<file path="src/rtl/snp_pkg.sv">
package snp_pkg;

  typedef enum logic [1:0] {
    PX_CLEAN = 2'd0,
    PX_LOW   = 2'd1,
    PX_HIGH  = 2'd2
  } px_class_e;

  function automatic px_class_e classify_px(input logic [15:0] v, input int w);
    logic [15:0] top;
    top = 16'((1 << w) - 1);
    if (v == 16'd0)      return PX_LOW;
    else if (v == top)   return PX_HIGH;
    else                 return PX_CLEAN;
  endfunction

endpackage

</file>
<file path="src/rtl/snp_classify.sv">
module snp_classify
  import snp_pkg::*;
#(
  parameter int PIX_W = 8,
  parameter int WIN   = 9,
  localparam int KEY_W = PIX_W + 1,
  localparam int CNT_W = $clog2(WIN + 1)
) (
  input  logic [WIN*PIX_W-1:0] pixels,
  output logic [WIN*KEY_W-1:0] keys,
  output logic [CNT_W-1:0]     clean_cnt,
  output logic [CNT_W-1:0]     high_cnt
);

  logic [WIN-1:0] is_clean;
  logic [WIN-1:0] is_high;

  for (genvar i = 0; i < WIN; i++) begin : g_px
    px_class_e cls;
    assign cls = classify_px(16'(pixels[i*PIX_W +: PIX_W]), PIX_W);
    assign is_clean[i] = (cls == PX_CLEAN);
    assign is_high[i]  = (cls == PX_HIGH);
    // noise keys carry the top bit so they sort above every clean sample
    assign keys[i*KEY_W +: KEY_W] = is_clean[i] ? {1'b0, pixels[i*PIX_W +: PIX_W]}
                                                : {KEY_W{1'b1}};
  end

  always_comb begin
    clean_cnt = '0;
    high_cnt  = '0;
    for (int i = 0; i < WIN; i++) begin
      clean_cnt = clean_cnt + CNT_W'(is_clean[i]);
      high_cnt  = high_cnt + CNT_W'(is_high[i]);
    end
  end

endmodule

</file>
<file path="src/rtl/snp_sort_net.sv">
module snp_sort_net #(
  parameter int KEY_W = 9,
  parameter int N     = 9
) (
  input  logic [N*KEY_W-1:0] keys_in,
  output logic [N*KEY_W-1:0] keys_out
);

  logic [N*KEY_W-1:0] st [N+1];

  assign st[0]    = keys_in;
  assign keys_out = st[N];

  // odd-even transposition: N stages sort N keys ascending
  for (genvar s = 0; s < N; s++) begin : g_stage
    for (genvar i = 0; i < N; i++) begin : g_lane
      if ((i % 2) == (s % 2) && (i + 1) < N) begin : g_cx
        logic [KEY_W-1:0] a, b;
        assign a = st[s][i*KEY_W +: KEY_W];
        assign b = st[s][(i+1)*KEY_W +: KEY_W];
        assign st[s+1][i*KEY_W +: KEY_W]     = (a <= b) ? a : b;
        assign st[s+1][(i+1)*KEY_W +: KEY_W] = (a <= b) ? b : a;
      end else if (!(i > 0 && ((i - 1) % 2) == (s % 2))) begin : g_pass
        assign st[s+1][i*KEY_W +: KEY_W] = st[s][i*KEY_W +: KEY_W];
      end
    end
  end

endmodule

</file>
<file path="src/rtl/snp_fallback_mean.sv">
module snp_fallback_mean #(
  parameter int PIX_W = 8,
  parameter int WIN   = 9,
  localparam int CNT_W = $clog2(WIN + 1),
  localparam int SUM_W = PIX_W + CNT_W + 1
) (
  input  logic [CNT_W-1:0] high_cnt,
  output logic [PIX_W-1:0] mean
);

  localparam logic [SUM_W-1:0] FULL = SUM_W'((1 << PIX_W) - 1);
  localparam logic [SUM_W-1:0] DIV  = SUM_W'(WIN);
  localparam logic [SUM_W-1:0] HALF = SUM_W'(WIN / 2);

  logic [SUM_W-1:0] sum;
  logic [SUM_W-1:0] quot;

  assign sum  = FULL * SUM_W'(high_cnt) + HALF;
  assign quot = sum / DIV;
  assign mean = quot[PIX_W-1:0];

endmodule

</file>
<file path="src/rtl/snp_restorer.sv">
module snp_restorer
  import snp_pkg::*;
#(
  parameter int PIX_W = 8,
  parameter int WIN   = 9
) (
  input  logic                 clk,
  input  logic                 rst,
  input  logic                 win_valid,
  input  logic [WIN*PIX_W-1:0] win_pixels,
  output logic                 res_valid,
  output logic [PIX_W-1:0]     res_pixel
);

  localparam int KEY_W = PIX_W + 1;
  localparam int CNT_W = $clog2(WIN + 1);
  localparam int CTR   = WIN / 2;

  // stage 1: input capture
  logic                 v1;
  logic [WIN*PIX_W-1:0] win1;

  // stage 2: classified keys
  logic                 v2;
  logic [WIN*KEY_W-1:0] keys2;
  logic [CNT_W-1:0]     clean2, high2;
  logic [PIX_W-1:0]     ctr2;
  logic                 cnoise2;

  // stage 3: sorted keys and fallback mean
  logic                 v3;
  logic [WIN*KEY_W-1:0] sorted3;
  logic [CNT_W-1:0]     clean3;
  logic [PIX_W-1:0]     mean3;
  logic [PIX_W-1:0]     ctr3;
  logic                 cnoise3;

  logic [WIN*KEY_W-1:0] keys_c, sorted_c;
  logic [CNT_W-1:0]     clean_c, high_c;
  logic [PIX_W-1:0]     mean_c;
  logic [PIX_W-1:0]     ctr1;
  logic [CNT_W-1:0]     med_idx;
  logic [PIX_W-1:0]     med_val;
  logic [PIX_W-1:0]     pick;

  snp_classify #(.PIX_W(PIX_W), .WIN(WIN)) u_cls (
    .pixels    (win1),
    .keys      (keys_c),
    .clean_cnt (clean_c),
    .high_cnt  (high_c)
  );

  snp_sort_net #(.KEY_W(KEY_W), .N(WIN)) u_sort (
    .keys_in  (keys2),
    .keys_out (sorted_c)
  );

  snp_fallback_mean #(.PIX_W(PIX_W), .WIN(WIN)) u_mean (
    .high_cnt (high2),
    .mean     (mean_c)
  );

  assign ctr1 = win1[CTR*PIX_W +: PIX_W];

  always_ff @(posedge clk) begin
    if (rst) begin
      v1 <= 1'b0;
      v2 <= 1'b0;
      v3 <= 1'b0;
      res_valid <= 1'b0;
    end else begin
      v1 <= win_valid;
      v2 <= v1;
      v3 <= v2;
      res_valid <= v3;
    end
  end

  // datapath registers carry no reset
  always_ff @(posedge clk) begin
    win1    <= win_pixels;
    keys2   <= keys_c;
    clean2  <= clean_c;
    high2   <= high_c;
    ctr2    <= ctr1;
    cnoise2 <= (classify_px(16'(ctr1), PIX_W) != PX_CLEAN);
    sorted3 <= sorted_c;
    clean3  <= clean2;
    mean3   <= mean_c;
    ctr3    <= ctr2;
    cnoise3 <= cnoise2;
    res_pixel <= pick;
  end

  // lower median of the clean keys, which occupy the low end after sorting
  assign med_idx = (clean3 - CNT_W'(1)) >> 1;
  assign med_val = sorted3[med_idx*KEY_W +: PIX_W];

  always_comb begin
    if (!cnoise3)            pick = ctr3;
    else if (clean3 == '0)   pick = mean3;
    else                     pick = med_val;
  end

endmodule

</file>
<file path="config.mk">
export PLATFORM = sky130hd
export DESIGN_NAME = snp_restorer
export DESIGN_NICKNAME = d
export VERILOG_FILES = /design/src/rtl/snp_pkg.sv /design/src/rtl/snp_classify.sv /design/src/rtl/snp_sort_net.sv /design/src/rtl/snp_fallback_mean.sv /design/src/rtl/snp_restorer.sv
export SDC_FILE = /design/constraint.sdc
export NUM_CORES = 1
export LEC_CHECK = 0
export BUFFER_PORTS_ARGS = -buffer_cell sky130_fd_sc_hd__buf_2
export CAP_MARGIN = 20
export CORE_MARGIN = 2
export CORE_UTILIZATION = 49
export CTS_CLUSTER_DIAMETER = 60
export DETAILED_ROUTE_END_ITERATION = 6
export PLACE_DENSITY_LB_ADDON = 0.15
export SLEW_MARGIN = 20
export SYNTH_ARGS = -nofsm -noshare
export SYNTH_HDL_FRONTEND = slang
export SYNTH_SLANG_ARGS = --single-unit
export TNS_END_PERCENT = 30
</file>
<file path="constraint.sdc">
create_clock -name clk -period 21.4 [get_ports clk]
set_clock_uncertainty 0.1 [all_clocks]
set_input_delay 3.21 -clock clk [delete_from_list [all_inputs] [get_ports clk]]
set_output_delay 3.21 -clock clk [all_outputs]
set_load 0.005 [all_outputs]
</file>
Yosys cells after proc, flatten, opt, wreduce, memory -nomap -nowiden
Cells that the tools add are included.
- shifts and indexed selects: 1
- multiplexer cells: 101
- eq/ne operators: 18
- add/subtract/negate cells: 18
- reduce and logical (&&, ||, !) cells: 20
- multiply operators: 2
- $lt $le $gt $ge: 36
- div/mod/pow operators: 1
- bitwise logic cells: 0
- operators by type and width (operator ; number):
    $mux W9 ; 81
    $le A9 B9 Y1 ; 36
    $shiftx A81 B8 Y8 ; 1
    $eq A8 B8 Y1 const B ; 9
    $logic_not A8 Y1 ; 9
    $add A4 B1 Y4 ; 14
    $mux W2 ; 18
    $eq A2 B2 Y1 const B ; 9
    $logic_not A2 Y1 ; 9
    $mux W8 ; 2
    $add A12 B3 Y13 const B ; 1
    $div A13 B4 Y13 const B ; 1
    $mul A8 B4 Y12 const A ; 1
    $mul A3 B4 Y7 const B ; 1
    $add A1 B1 Y2 ; 2
    $logic_not A4 Y1 ; 1
    $sub A4 B1 Y4 const B ; 1
    $reduce_bool A2 Y1 ; 1
- ROM bits: 0
- output and inout port bits: 9
- latch bits: 0
- bits in writable memories: 0
- input port bits: 75
- word-level logic and storage cells: 222
- memories kept: 0
- flip-flop bits (word level): 284

Longest topological paths before layout
- word-level depth: 18
- gate-level depth with buffers: 139
- mapped depth without buffers: 125

Hierarchy
A second synthesis with hierarchy kept.
- cells, all modules: 3288
- area, all modules: 26391.6 µm²
- modules (own cells, without submodules) (module ; area an instance (µm²) ; instances ; cells an instance ; seq. area each (µm²)):
    snp_sort_net ; 16808.6 ; 1 ; 2494 ; 0.0
    snp_restorer ; 6157.2 ; 1 ; 341 ; 5345.1
    snp_fallback_mean ; 2173.3 ; 1 ; 283 ; 0.0
    snp_classify ; 1252.5 ; 1 ; 170 ; 0.0

Least setup slack after synthesis
No wires, ideal clock.
- path kind: register to register
- start: reg keys2[28]
- end: reg sorted3[36]
- period minus slack after synthesis: 22207 ps
- stages on the path, launching flop included: 138
- required time: 21226 ps
- library setup time: 74 ps
- buffers on the path: 15
- arrival: 22034 ps
- setup slack: -807 ps
- path through: dfxtp_1 > inv_1 > ha_1 > nor2b_1 > o21a_1 > o21a_1 > o21a_1 > o21a_1 > o21a_1 > o21a_1 > o21ai_0 > a21oi_1 > clkbuf_1 > buf_1 > mux2i_1 > inv_1 > ha_1 > nor2b_1 > (+102 left out) > buf_1 > buf_1 > mux2i_1 > inv_1 > ha_1 > nor2b_1 > o21a_1 > o21a_1 > o21ai_0 > nand2b_1 > a21oi_1 > nor2b_1 > o21ai_0 > nand2b_1 > a21oi_1 > a41oi_1 > clkbuf_1 > mux2i_1
- longest elaborated chain between the ends: 18
- elaborated cells between the ends (all ways): 61
- those cells by class: order compare (23); mux (38)
- RTL lines (element ; RTL line ; RTL):
    start, declared ; snp_restorer.sv:25 ; logic [WIN*KEY_W-1:0] keys2;
    start signal, assigned ; snp_restorer.sv:82 ; keys2 <= keys_c;
    $le A9 B9 Y1 ; snp_sort_net.sv:21, snp_sort_net.sv:22 ;
    $mux W9 (on tied branches) ; snp_sort_net.sv:21, snp_sort_net.sv:22 ;
    $le A9 B9 Y1 ; snp_sort_net.sv:21, snp_sort_net.sv:22 ;
    $mux W9 (on tied branches) ; snp_sort_net.sv:21, snp_sort_net.sv:22 ;
    $le A9 B9 Y1 ; snp_sort_net.sv:21, snp_sort_net.sv:22 ;
    $mux W9 (on tied branches) ; snp_sort_net.sv:22, snp_sort_net.sv:21 ;
    $le A9 B9 Y1 ; snp_sort_net.sv:21, snp_sort_net.sv:22 ;
    $mux W9 (on tied branches) ; snp_sort_net.sv:21, snp_sort_net.sv:22 ;
    (+3 left out) ; - ;
    $mux W9 (on tied branches) ; snp_sort_net.sv:22, snp_sort_net.sv:21 ;
    $le A9 B9 Y1 (on tied branches) ; snp_sort_net.sv:22, snp_sort_net.sv:21 ;
    $mux W9 (on tied branches) ; snp_sort_net.sv:22, snp_sort_net.sv:21 ;
    $le A9 B9 Y1 (on tied branches) ; snp_sort_net.sv:22, snp_sort_net.sv:21 ;
    $mux W9 (on tied branches) ; snp_sort_net.sv:22, snp_sort_net.sv:21 ;
    $le A9 B9 Y1 ; snp_sort_net.sv:21 ; assign st[s+1][i*KEY_W +: KEY_W] = (a <= b) ? a : b;
    $mux W9 (*) ; snp_sort_net.sv:21 ;
    named net sorted_c[36] ; snp_restorer.sv:38 ; logic [WIN*KEY_W-1:0] keys_c, sorted_c;
    end signal, assigned ; snp_restorer.sv:87 ; sorted3 <= sorted_c;
    end, declared ; snp_restorer.sv:32 ; logic [WIN*KEY_W-1:0] sorted3;
Mark *: on every way through the listed nets, which the timed path passes. The rest lies on a longest branch.
A chain may end at the register's enable or synchronous reset.

Worst setup path in the final report
- start: reg keys2[64]
- end: reg sorted3[65]
- longest elaborated chain between the ends: 18
- elaborated cells between the ends (all ways): 51
- those cells by class: order compare (19); mux (32)
- RTL lines (element ; RTL line ; RTL):
    $le A9 B9 Y1 ; snp_sort_net.sv:21, snp_sort_net.sv:22 ;
    $mux W9 (on tied branches) ; snp_sort_net.sv:21, snp_sort_net.sv:22 ;
    $le A9 B9 Y1 ; snp_sort_net.sv:21, snp_sort_net.sv:22 ;
    $mux W9 (on tied branches) ; snp_sort_net.sv:21, snp_sort_net.sv:22 ;
    $le A9 B9 Y1 ; snp_sort_net.sv:21, snp_sort_net.sv:22 ;
    $mux W9 (on tied branches) ; snp_sort_net.sv:21, snp_sort_net.sv:22 ;
    $le A9 B9 Y1 ; snp_sort_net.sv:21, snp_sort_net.sv:22 ;
    $mux W9 (on tied branches) ; snp_sort_net.sv:21, snp_sort_net.sv:22 ;
    (+3 left out) ; - ;
    $mux W9 (on tied branches) ; snp_sort_net.sv:22, snp_sort_net.sv:21 ;
    $le A9 B9 Y1 (on tied branches) ; snp_sort_net.sv:22, snp_sort_net.sv:21 ;
    $mux W9 (on tied branches) ; snp_sort_net.sv:22, snp_sort_net.sv:21 ;
    $le A9 B9 Y1 (on tied branches) ; snp_sort_net.sv:22, snp_sort_net.sv:21 ;
    $mux W9 (on tied branches) ; snp_sort_net.sv:22, snp_sort_net.sv:21 ;
    $le A9 B9 Y1 ; snp_sort_net.sv:22 ; assign st[s+1][(i+1)*KEY_W +: KEY_W] = (a <= b) ? b : a;
    $mux W9 (*) ; snp_sort_net.sv:22 ;
    named net sorted_c[65] ; snp_restorer.sv:38 ;
Marks and branches as above.

==> run_results.csv <==
group,metric,value,unit
finish,final_common_cell,"mux2i_1",
global_routing,overflow,0,
timing,worst_pin_slew,1.12,ns
cts,cts.path.max_buffers,3,
finish,diodes,0,
global_routing,antenna_found_initial,2,
logic_synthesis,synthCells,2710,
floorplanning,fp.dieW,227,um
logic_synthesis,synth_nets,3161,
logic_synthesis,yosysUniqueCellTypes,88,
outcome,status,"finished clean",
place,numPortBuffers,83,
floorplanning,start_util,49.7,%
setup_path,cp-end-kind,"register",
setup_path,max_stage_delay,0.53,ns
place,dpl.hpwl,52.1,mm
setup_path,cp_max_fo,22,
timing,fin_crit_sh,92.7,%
place,placed_cell_area,0.0258,mm2
floorplanning,coreArea,0.0490,mm2
min_path,whs_path_depth,0,
job,cap_violations,0,
place,place.gp.congestion,0.937,
finish,utilization,56.8,%
routing,vias_per_cell,5.61,
floorplanning,die-area,0.0515,mm2
timing,slew_violations,0,
floorplanning,dieHeight,227,um
setup_path,cp.arrival,20.23,ns
cts,cts_hold_buffers,0,
logic_synthesis,synth_edf_count,0,
setup_path,cpMaxStageDelayCell,"mux2i_1",
routing,routed_wl,63.2,mm
global_routing,grt_pass1_vias,19330,
routing,remaining_drc_errors,0,
setup_path,path_class,"reg2reg",
setup_path,crit_family,"compound AO/OA/AOI/OAI gates",
cts,clkTransAtPathRegs,0.06,ns
cts,clock_latency,0.58,ns
global_routing,grt.total_usage,24.2,%
timing,slew_headroom,25.2,%
logic_synthesis,ys.flop_type,"dfxtp_1",
timing,max_freq,0.0504,GHz
logic_synthesis,seq_area_frac_synth,21.9,%
finish,drive_above_1_share,17.8,%
cts,cts_tree,"yes",
setup_path,cp.depth,119,
timing,finalHoldViolations,0,
global_routing,grt_pass1_wl,99.4,mm
routing,vias,19771,
min_path,min-delay-path-class,"reg2reg",
setup_path,crit_buf_inv,11,
global_routing,grt_max_degree,27,
floorplanning,rows,81,
logic_synthesis,avgSynthCellArea,8.98,um2
finish,layout_common_cells,"mux2i_1 (394), ha_1 (360), inv_1 (340), dfxtp_1 (264), o21ai_0 (148)",
logic_synthesis,synth_warnings,0,
setup_path,ff2ff_path_depth,119,
floorplanning,ios,84,
logic_synthesis,ys_seq_elements,266,
routing,drt-initial-drc-count,1148,
routing,postRouteAntennaNets,0,
finish,finalInstanceArea,0.0278,mm2
routing,routedWlPerCell,17.9,um
timing,setup_viol,0,
routing,dr.pass1.iters,7,
cts,root_buffer,"clkbuf_16",
timing,layout_min_cycle_time,19.84,ns
setup_path,cp.required,21.79,ns
setup_path,cpMostUsedCell,"o21a_1",
setup_path,start_kind,"register",
cts,cts_sinks,266,
cts,cts_buffers,28,
cts,cts-htree-levels,1,
finish,final_nets,3292,
logic_synthesis,async_reset_ff_share,0,%
logic_synthesis,synthesis.area,0.0243,mm2
finish,area_growth_syn_to_layout,14.2,%
==> cell families (layout without fill, tap and decap cells) <==
family          Yosys count  in the layout  share of synthesized area [%]
flops                   266            266                           21.9
buf+inv                 419            571                           6.69
simple gates            550            550                           12.2
fa+ha+maj               378            378                           19.9
xor+xnor                 20             20                          0.781
mux                     585            585                           25.6
compound gates          492            493                           13.0
==> cells in the mapped netlist, drive strengths merged, types with 29 or more instances <==
master / number / share of area [%]
a21oi: 130 / 2.7
buf: 41 / 0.86
clkbuf: 38 / 0.59
dfxtp: 266 / 22
ha: 360 / 19
inv: 340 / 5.2
mux2: 134 / 6.2
mux2i: 435 / 18
nand2: 113 / 1.7
nand2b: 134 / 3.5
nand4: 56 / 1.4
nor2: 72 / 1.1
nor2b: 79 / 2.0
nor3: 29 / 0.64
o21a: 83 / 2.6
o21ai: 164 / 3.4
==> registers in the layout, indices dropped and copies added, names as in the netlist, 4 cells and up <==
name and flops:
clean2 4, clean3 4, ctr2 8, ctr3 8, high2 4, keys2 81
mean3 8, res_pixel 8, sorted3 64, win1 72
==> layer usage <==
layer	vias up	global-route usage, %	share of wire (%)
met3	120	2.49	4.0
met4	0	7.56	3.2
met5	-	0	0
met1	9326	31.8	46
li1	9920	-	-
met2	405	41.7	47
==> path summary, 6_finish.rpt <==
check | from | endpoint | slack [ns]
hold reg to reg | ctr2[6]$_DFF_P_ | ctr3[6]$_DFF_P_ | 0.23
setup reg to reg | keys2[64]$_SDFF_PP1_ | sorted3[65]$_DFF_P_ | 1.56
hold / removal | ctr2[6]$_DFF_P_ | ctr3[6]$_DFF_P_ | 0.23
setup / recovery | keys2[64]$_SDFF_PP1_ | sorted3[65]$_DFF_P_ | 1.56
==> final cells by class <==
type | instances | area [um2]
clock inverter | 18 | 248
sequential | 266 | 5330
tap | 664 | 831
inverter | 340 | 1280
clock buffer | 34 | 783
fill | 4253 | 21100
timing repair buffer | 179 | 1190
multi-input combinational | 2026 | 18100
==> repair_timing <==
item                       4_1_cts  5_1_grt
pin swaps                        0        5
gates cloned                     0        1
setup endpoints to repair       38       64
buffers inserted                 0       43
resized for setup                1      101
==> stage by stage <==
stage	std cells	TNS, ns	setup slack, ns	hold slack, ns
after floorplan	2710	0	0.0145	0.210
after global placement	3430	0	0.687	0.214
after detailed placement	3430	-0.105	-0.0258	0.212
after CTS	3482	0	0.0937	0.225
after global routing	3527	-1.27	-0.0793	0.232
final	3527	0	1.56	0.225
Power is left out: the tool's default activity adds up to more than one toggle a clock period on the data nets, which glitch-free logic cannot reach.
